## config.mk

```make
export PLATFORM = sky130hd
export DESIGN_NAME = rx_addr_match
export DESIGN_NICKNAME = d
export VERILOG_FILES = /design/src/rtl/rxam_pkg.sv /design/src/rtl/rxam_capture.sv /design/src/rtl/rxam_classify.sv /design/src/rtl/rx_addr_match.sv
export SDC_FILE = /design/constraint.sdc
export NUM_CORES = 1
export LEC_CHECK = 0
export BUFFER_PORTS_ARGS = -buffer_cell sky130_fd_sc_hd__buf_4
export CORE_ASPECT_RATIO = 1.25
export CORE_MARGIN = 2
export CORE_UTILIZATION = 55
export DETAILED_ROUTE_END_ITERATION = 8
export PLACE_DENSITY_LB_ADDON = 0.08
export RECOVER_POWER = 100
export SYNTH_ARGS = -nofsm -noshare
export SYNTH_HDL_FRONTEND = slang
export SYNTH_SLANG_ARGS = --single-unit
```

## constraint.sdc

```tcl
create_clock -name clk -period 2.7 [get_ports clk]
set_input_delay 0.54 -clock clk [delete_from_list [all_inputs] [get_ports clk]]
set_output_delay 0.54 -clock clk [all_outputs]
set_load 0.005 [all_outputs]
```

## src/rtl/rxam_pkg.sv

```systemverilog
package rxam_pkg;

  localparam logic [31:0] CRC_POLY_REFL = 32'hEDB8_8320;
  localparam logic [31:0] CRC_PRESET    = 32'hFFFF_FFFF;

  typedef struct packed {
    logic phys;
    logic hash;
    logic bcast;
  } rxam_flags_t;

  // One byte of the reflected CRC-32, least significant data bit first.
  function automatic logic [31:0] crc_step(input logic [31:0] c, input logic [7:0] d);
    logic [31:0] r;
    r = c;
    for (int i = 0; i < 8; i++) begin
      if (r[0] ^ d[i]) r = (r >> 1) ^ CRC_POLY_REFL;
      else             r = r >> 1;
    end
    return r;
  endfunction

endpackage

```

## src/rtl/rxam_capture.sv

```systemverilog
module rxam_capture #(
  parameter int ADDR_BYTES = 6,
  parameter int HASH_W     = 6
) (
  input  logic                    clk,
  input  logic                    rst,
  input  logic                    in_valid,
  input  logic                    in_sof,
  input  logic [7:0]              in_byte,
  output logic [8*ADDR_BYTES-1:0] addr,
  output logic [HASH_W-1:0]       hash_idx,
  output logic                    complete
);
  import rxam_pkg::*;

  localparam int ADDR_W = 8 * ADDR_BYTES;
  localparam int CNT_W  = $clog2(ADDR_BYTES + 1);
  localparam logic [CNT_W-1:0] FULL = CNT_W'(ADDR_BYTES);

  logic [CNT_W-1:0] cnt;
  logic [31:0]      crc;

  always_ff @(posedge clk) begin
    if (rst) begin
      cnt  <= '0;
      addr <= '0;
      crc  <= CRC_PRESET;
    end else if (in_valid) begin
      if (in_sof) begin
        cnt  <= CNT_W'(1);
        addr <= {{(ADDR_W-8){1'b0}}, in_byte};
        crc  <= crc_step(CRC_PRESET, in_byte);
      end else if (cnt < FULL) begin
        cnt  <= cnt + CNT_W'(1);
        addr <= {addr[ADDR_W-9:0], in_byte};
        crc  <= crc_step(crc, in_byte);
      end
    end
  end

  assign complete = (cnt == FULL);

  // Reflected register bit 0 is the top bit of the forward CRC.
  for (genvar g = 0; g < HASH_W; g++) begin : g_idx
    assign hash_idx[HASH_W-1-g] = crc[g];
  end

  assert_cnt_bound_R10: assert property (@(posedge clk) disable iff (rst)
    cnt <= FULL);

endmodule

```

## src/rtl/rxam_classify.sv

```systemverilog
module rxam_classify #(
  parameter int ADDR_BYTES = 6,
  parameter int HASH_W     = 6
) (
  input  logic [8*ADDR_BYTES-1:0] addr,
  input  logic [8*ADDR_BYTES-1:0] station,
  input  logic [HASH_W-1:0]       hash_idx,
  input  logic [(1<<HASH_W)-1:0]  filter,
  input  logic                    complete,
  input  logic                    bcast_via_hash,
  output rxam_pkg::rxam_flags_t   flags
);
  localparam int ADDR_W = 8 * ADDR_BYTES;

  logic [ADDR_BYTES-1:0] byte_eq;
  logic [ADDR_BYTES-1:0] byte_ones;

  for (genvar g = 0; g < ADDR_BYTES; g++) begin : g_byte
    assign byte_eq[g]   = (addr[8*g +: 8] == station[8*g +: 8]);
    assign byte_ones[g] = &addr[8*g +: 8];
  end

  logic is_bcast, is_group, hit;

  assign is_bcast = complete & (&byte_ones);
  assign is_group = complete & addr[ADDR_W-8];
  assign hit      = filter[hash_idx];

  always_comb begin
    flags.phys  = complete & (&byte_eq);
    flags.bcast = is_bcast & ~bcast_via_hash;
    flags.hash  = is_group & hit & (~is_bcast | bcast_via_hash);
  end

endmodule

```

## src/rtl/rx_addr_match.sv

```systemverilog
module rx_addr_match #(
  parameter int ADDR_BYTES = 6,
  parameter int HASH_W     = 6
) (
  input  logic                    clk,
  input  logic                    rst,
  input  logic                    rx_valid,
  input  logic                    rx_sof,
  input  logic [7:0]              rx_byte,
  input  logic                    rx_eop,
  input  logic [8*ADDR_BYTES-1:0] station_addr,
  input  logic [(1<<HASH_W)-1:0]  hash_filter,
  input  logic                    bcast_via_hash,
  output logic                    match_valid,
  output logic                    phys_match,
  output logic                    hash_match,
  output logic                    bcast_match,
  output logic                    frame_accept
);
  import rxam_pkg::*;

  localparam int ADDR_W = 8 * ADDR_BYTES;

  logic [ADDR_W-1:0] cap_addr;
  logic [HASH_W-1:0] cap_idx;
  logic              cap_done;
  rxam_flags_t       fl;

  rxam_capture #(.ADDR_BYTES(ADDR_BYTES), .HASH_W(HASH_W)) u_cap (
    .clk(clk), .rst(rst), .in_valid(rx_valid), .in_sof(rx_sof), .in_byte(rx_byte),
    .addr(cap_addr), .hash_idx(cap_idx), .complete(cap_done)
  );

  rxam_classify #(.ADDR_BYTES(ADDR_BYTES), .HASH_W(HASH_W)) u_cls (
    .addr(cap_addr), .station(station_addr), .hash_idx(cap_idx), .filter(hash_filter),
    .complete(cap_done), .bcast_via_hash(bcast_via_hash), .flags(fl)
  );

  always_ff @(posedge clk) begin
    if (rst) begin
      match_valid  <= 1'b0;
      phys_match   <= 1'b0;
      hash_match   <= 1'b0;
      bcast_match  <= 1'b0;
      frame_accept <= 1'b0;
    end else begin
      match_valid  <= rx_eop;
      phys_match   <= rx_eop & fl.phys;
      hash_match   <= rx_eop & fl.hash;
      bcast_match  <= rx_eop & fl.bcast;
      frame_accept <= rx_eop & (fl.phys | fl.hash | fl.bcast);
    end
  end

  assert_valid_after_eop_R6: assert property (@(posedge clk) disable iff (rst)
    rx_eop |=> match_valid);
  assert_valid_cause_R6: assert property (@(posedge clk) disable iff (rst)
    match_valid |-> $past(rx_eop));
  assert_quiet_outside_R7: assert property (@(posedge clk) disable iff (rst)
    !match_valid |-> !(phys_match || hash_match || bcast_match || frame_accept));
  assert_bcast_excludes_hash_R3: assert property (@(posedge clk) disable iff (rst)
    bcast_match |-> !hash_match);
  assert_accept_or_R8: assert property (@(posedge clk) disable iff (rst)
    match_valid |-> (frame_accept == (phys_match || hash_match || bcast_match)));
  assert_individual_no_hash_R5: assert property (@(posedge clk) disable iff (rst)
    (rx_eop && !cap_addr[ADDR_W-8]) |=> !hash_match);

endmodule

```

Word-level counts from Yosys, hierarchy flattened
Cells that the tools add are included.
{"block": "op_classes", "add_sub_neg": 1, "magnitude_cmp": 2, "n_eq_ne": 7, "mux": 73, "bitwise": 45, "n_reduce_logical": 4}
{"cell": "32-bit two-way mux", "n": 67}
{"cell": "13-bit NOT with 14-bit output", "n": 15}
{"cell": "48-bit two-way mux", "n": 2}
{"cell": "8-bit equality test", "n": 6}
{"cell": "48-bit AND reduction", "n": 1}
{"cell": "1-bit XOR", "n": 15}
{"cell": "1-bit bitwise AND", "n": 10}
{"cell": "6-bit by 7-bit less-than comparator with 1-bit output (second input constant)", "n": 1}
{"cell": "1-bit binary-select mux with 6-bit select", "n": 1}
{"cell": "3-bit two-way mux", "n": 2}
{"cell": "6-bit AND reduction", "n": 1}
{"cell": "3-bit by 1-bit adder with 3-bit output (second input constant)", "n": 1}
{"cell": "3-bit equality test (second input constant)", "n": 1}
{"cell": "3-bit less-than comparator (second input constant)", "n": 1}
{"cell": "1-bit OR", "n": 3}
{"cell": "1-bit NOT", "n": 2}
{"cell": "2-bit AND reduction", "n": 1}
{"cell": "2-bit nonzero test", "n": 1}
{"cell": "1-bit two-way mux", "n": 1}
{"block": "word_totals", "ff_bits": 88, "inputBits": 126, "out_inout_bits": 5}

Longest topological paths before layout
{"block": "depth", "depth_word": 46, "mapped_depth": 8}

Modules after synthesis
From an unflattened synthesis, not the netlist that was laid out.
{"block": "unflattened", "cells_unflattened": 658, "hier_area_um2": 5788.1}
{"module": "rxam_capture", "n_inst": 1, "cells_each": 519, "area_per_inst_um2": 4443.0}
{"module": "rxam_classify", "n_inst": 1, "cells_each": 129, "area_per_inst_um2": 1199.9}
{"module": "rx_addr_match", "n_inst": 1, "cells_each": 10, "area_per_inst_um2": 145.1}

Worst setup path before layout
No wires, ideal clock.
{"block": "synth_timing", "kind": "input to register", "start": "in rx_byte[7]", "end": "reg u_cap.crc[19]", "setup_time_ns": 0.120, "t_arrival_ns": 2.027, "required_ns": 2.580, "setup_slack_ns": 0.554, "path_stages": 7, "n_path_buf": 1, "cell_sequence": "buf_4 > xnor2_4 > xnor2_1 > xor2_2 > xnor2_1 > xnor2_1 > a211o_1"}
{"block": "synth_via", "elab_chain_len": 4, "elab_cells_between_ends": 6, "cone_classes": "mux (4); bitwise (2)"}
{"item": "from (decl)", "line": "rx_addr_match.sv:9", "source": "input logic [7:0] rx_byte,"}
{"item": "1-bit XOR", "line": "rxam_pkg.sv:17", "source": "if (r[0] ^ d[i]) r = (r >> 1) ^ CRC_POLY_REFL;"}
{"item": "32-bit two-way mux", "line": "rxam_pkg.sv:17"}
{"item": "32-bit two-way mux", "line": "rxam_capture.sv:33", "source": "end else if (cnt < FULL) begin"}
{"item": "32-bit two-way mux *", "line": "rxam_capture.sv:29", "source": "if (in_sof) begin"}
{"item": "to (signal assigned)", "line": "rxam_capture.sv:32", "source": "crc <= crc_step(CRC_PRESET, in_byte);"}
{"item": "to (signal assigned)", "line": "rxam_capture.sv:36", "source": "crc <= crc_step(crc, in_byte);"}
{"item": "to (decl)", "line": "rxam_capture.sv:21", "source": "logic [31:0] crc;"}
Mark *: on every way between the ends. The rest lies on a longest branch, timed or not. The select of a mux whose other input is x is not followed.
A chain may end at the register's enable or synchronous reset.

Worst setup path after layout
{"block": "layout_timing", "start": "in rst", "end": "reg u_cap.crc[12]"}
{"item": "from (decl)", "line": "rx_addr_match.sv:6", "source": "input logic rst,"}
No word-level cell between the ends.

==> flow_metrics.env <==
export IMPL_total_power_w=0.00446
export IMPL_tns_ps=0
export IMPL_drv_cap=0
export IMPL_peakVddDrop_v=0.000374
export IMPL_dpl_hpwl_mm=12.9
export IMPL_grt_pass1_vias=5410
export IMPL_final_cells=911
export IMPL_ctsHtreeMaxLevel=3
export IMPL_ys_ff_latch=88
export IMPL_min_from="u_cap.crc[30]"
export IMPL_cp_max_fo=21
export IMPL_yosysMostFrequentCell="xnor2_1"
export IMPL_tightest_slew_ps=949
export IMPL_postCtsSetupRepairBufs=0
export IMPL_synth_seq_area_share_pct=30.7
export IMPL_wirelength_mm=17.2
export IMPL_port_buffers=130
export IMPL_gr_usage_met1_pct=34.8
export IMPL_status="finished, final reports clean"
export IMPL_path_cells="clkbuf_1 -> clkbuf_1 -> inv_1 -> o211ai_1"
export IMPL_synth_mux_area_share_pct=6.27
export IMPL_worstSetupPathType="input port to flip-flop"
export IMPL_top_usage_layer="met2"
export IMPL_drive_gt1_share_pct=24.0
export IMPL_seq_area_sq_um=1760
export IMPL_cts_resized=0
export IMPL_synth_area_per_cell_sq_um=8.62
export IMPL_die_x_um=95.4
export IMPL_place_area_sq_um=6850
export IMPL_grt_pass1_wl_mm=27.2
export IMPL_slew_headroom_pct=36.8
export IMPL_ff2ff_path_depth=7
export IMPL_rows=41
export IMPL_synthCells=667
export IMPL_yosysTopAreaCell="dfxtp_1"
export IMPL_fillers=855
export IMPL_syn_nets=795
export IMPL_start_util_pct=56.6
export IMPL_p_leak_nw=2.99
export IMPL_clk_pin_slew_worst_paths_ps=60
export IMPL_synth_top_family_by_area="XOR/XNOR gates"
export IMPL_routabilityCongestion=0.958
export IMPL_dp_cells=895
export IMPL_drc_errors=0
export IMPL_start_kind="input port"
export IMPL_required_ps=2960
export IMPL_cts_hold_repair_buffers=0
export IMPL_antenna_found_initial=0
export IMPL_cts_buffers_inserted=9
export IMPL_overflow=0
export IMPL_yosys_most_used_dff="dfxtp_1"
export IMPL_timing_rr_start="u_cap.crc[5]"
export IMPL_r2r_end="frame_accept"
export IMPL_hold_path_class="flip-flop to flip-flop"
export IMPL_setup_violations_final=0
export IMPL_cts_buffer_depth=2
export IMPL_drtPass1Iterations=5
export IMPL_nets=905
export IMPL_grt_use_met3_pct=3.76
export IMPL_vias=5293
export IMPL_fin_area_sq_um=7130
export IMPL_ys_top_cells_by_count="xnor2_1 (103), dfxtp_1 (88), nor2_1 (61), a21oi_1 (58), xor2_1 (55)"
export IMPL_num_antenna_cells=0
export IMPL_hold_violations=0
export IMPL_die_h_um=118
export IMPL_min_to="u_cap.crc[30]"
export IMPL_crit_arrival_ps=2600
export IMPL_slowest_delay_ps=740
export IMPL_synth_fa_ha_area_share_pct=0.435
export IMPL_async_flop_share_pct=0
export IMPL_synthXorXnorAreaFrac_pct=27.9
export IMPL_hold_depth=2
export IMPL_area_delta_synth_final_pct=24.1
export IMPL_clockRootBuffer="clkbuf_16"
export IMPL_syn_area_sq_um=5750
export IMPL_synth_compound_gate_area_share_pct=12.3
export IMPL_die_area_sq_um=11300
export IMPL_cp_top_family="buffers and inverters"
export IMPL_cp_end_kind="flip-flop"
export IMPL_multi_input_area_sq_um=3730
export IMPL_powerDensity_nw_per_um2=625
export IMPL_fin_crit_ps=2340
export IMPL_track_usage_pct=30.9
export IMPL_grt_use_met2_pct=54.9
export IMPL_core_area_sq_um=10200
export IMPL_yosys_area_top_type_share_pct=30.7
export IMPL_crit_path_top_delay_cell="clkbuf_1"
export IMPL_synth_edf_count=0
export IMPL_synth_warnings=0
export IMPL_drtIter0Drc=321
export IMPL_cts_tree="built"
export IMPL_wl_per_cell_um=18.9
export IMPL_fmax_ghz=0.427
export IMPL_rsz0062_at_grt="false"
export IMPL_ant_nets=0
export IMPL_io_pins=131
export IMPL_dp_slack_ps=387
export IMPL_setup_ws_ps=357
export IMPL_clk_latency_ps=350
export IMPL_yosys_top_cells_area="dfxtp_1 (31%), xnor2_1 (16%), xor2_1 (8.4%)"
export IMPL_fin_crit_sh_pct=86.8
export IMPL_synth_simple_gate_area_share_pct=17.9
export IMPL_grt_start_max_net_pins=53
export IMPL_finalClockSkew_ps=13.5
export IMPL_path_buf_inv=3
export IMPL_drv_slew=0
export IMPL_r2r_setup_slack_ps=410
export IMPL_crit_top_cell="clkbuf_1"
export IMPL_via_per_inst=5.81
export IMPL_cts_num_sinks=88
export IMPL_ys_types=41
area by class of cell:
type                       instances  share of cell area, %
multi-input combinational        518                   52.2
sequential                        88                   24.7
timing repair buffer             151                   15.9
clock buffer                      10                   3.35
tap                              129                   2.26
clock inverter                     6                   1.04
inverter                           9                  0.474
how the worst max path moves through the flow:
stage / start / endpoint / slack, ps / cells after the start
floorplan: rx_byte[7] / u_cap.crc[19] / 550 / 7
global placement: u_cap.crc[5] / frame_accept / 420 / 7
detailed placement: u_cap.crc[5] / frame_accept / 390 / 7
CTS: u_cap.crc[5] / frame_accept / 390 / 7
global route: u_cap.cnt[1] / u_cap.addr[16] / 150 / 5
finish: rst / u_cap.crc[12] / 360 / 4
kinds of logic (layout without fill, tap and decap cells):
family,after synthesis,in the layout
and+or+nand+nor,213,213
adders and majority gates,2,2
AOI/OAI and AO/OA,118,118
xor gates and xnor gates,169,169
muxes,16,16
DFF,88,88
buffers and inverters,61,176
cells in the final DEF (no fill, tap or decap), types with 17 or more instances in the layout:
cell      Yosys  routed
nor2_1       61      61
nand2_1      52      52
buf_4         3     138
a21oi_1      58      58
and3_1       38      38
o211ai_1     17      17
xnor2_1     103     103
xor2_1       55      55
dfxtp_1      88      88
nand4_1      18      18
flip-flops by register name (all words and copies together) (netlist names):
register and cells:
bcast_match 1, phys_match 1, u_cap.crc 32, u_cap.cnt 3, u_cap.addr 48, frame_accept 1, match_valid 1, hash_match 1
tightest hold or removal path, cell delays in order (launching register included):
cell     delay (ps)
dfxtp_1         320
nand2_1          50
nand3_1          60
report_power, final:
part / switching [W] / leakage (nW) / internal, W
combinational: 0.000815 / 2.12 / 0.000852
clock: 0.000562 / 0.147 / 0.000754
sequential: 0.0000910 / 0.720 / 0.00138
metrics by stage:
step | util (%) | hold WS (ps)
6_report | 70.2 | 487
5_1_grt | 70.2 | 489
4_1_cts | 70.5 | 470
3_5_place_dp | 67.4 | 480
3_3_place_gp | 67.4 | 463
2_1_floorplan | - | 442
per-layer routing:
metal / routed length, um / vias up / share of wire [%]
met5: 0 / - / 0
met4: 773 / 0 / 4.5
met3: 918 / 54 / 5.3
met2: 8960 / 215 / 52
met1: 6540 / 2504 / 38
li1: - / 2520 / -
Note: power is estimated with default switching activity, not from simulation.
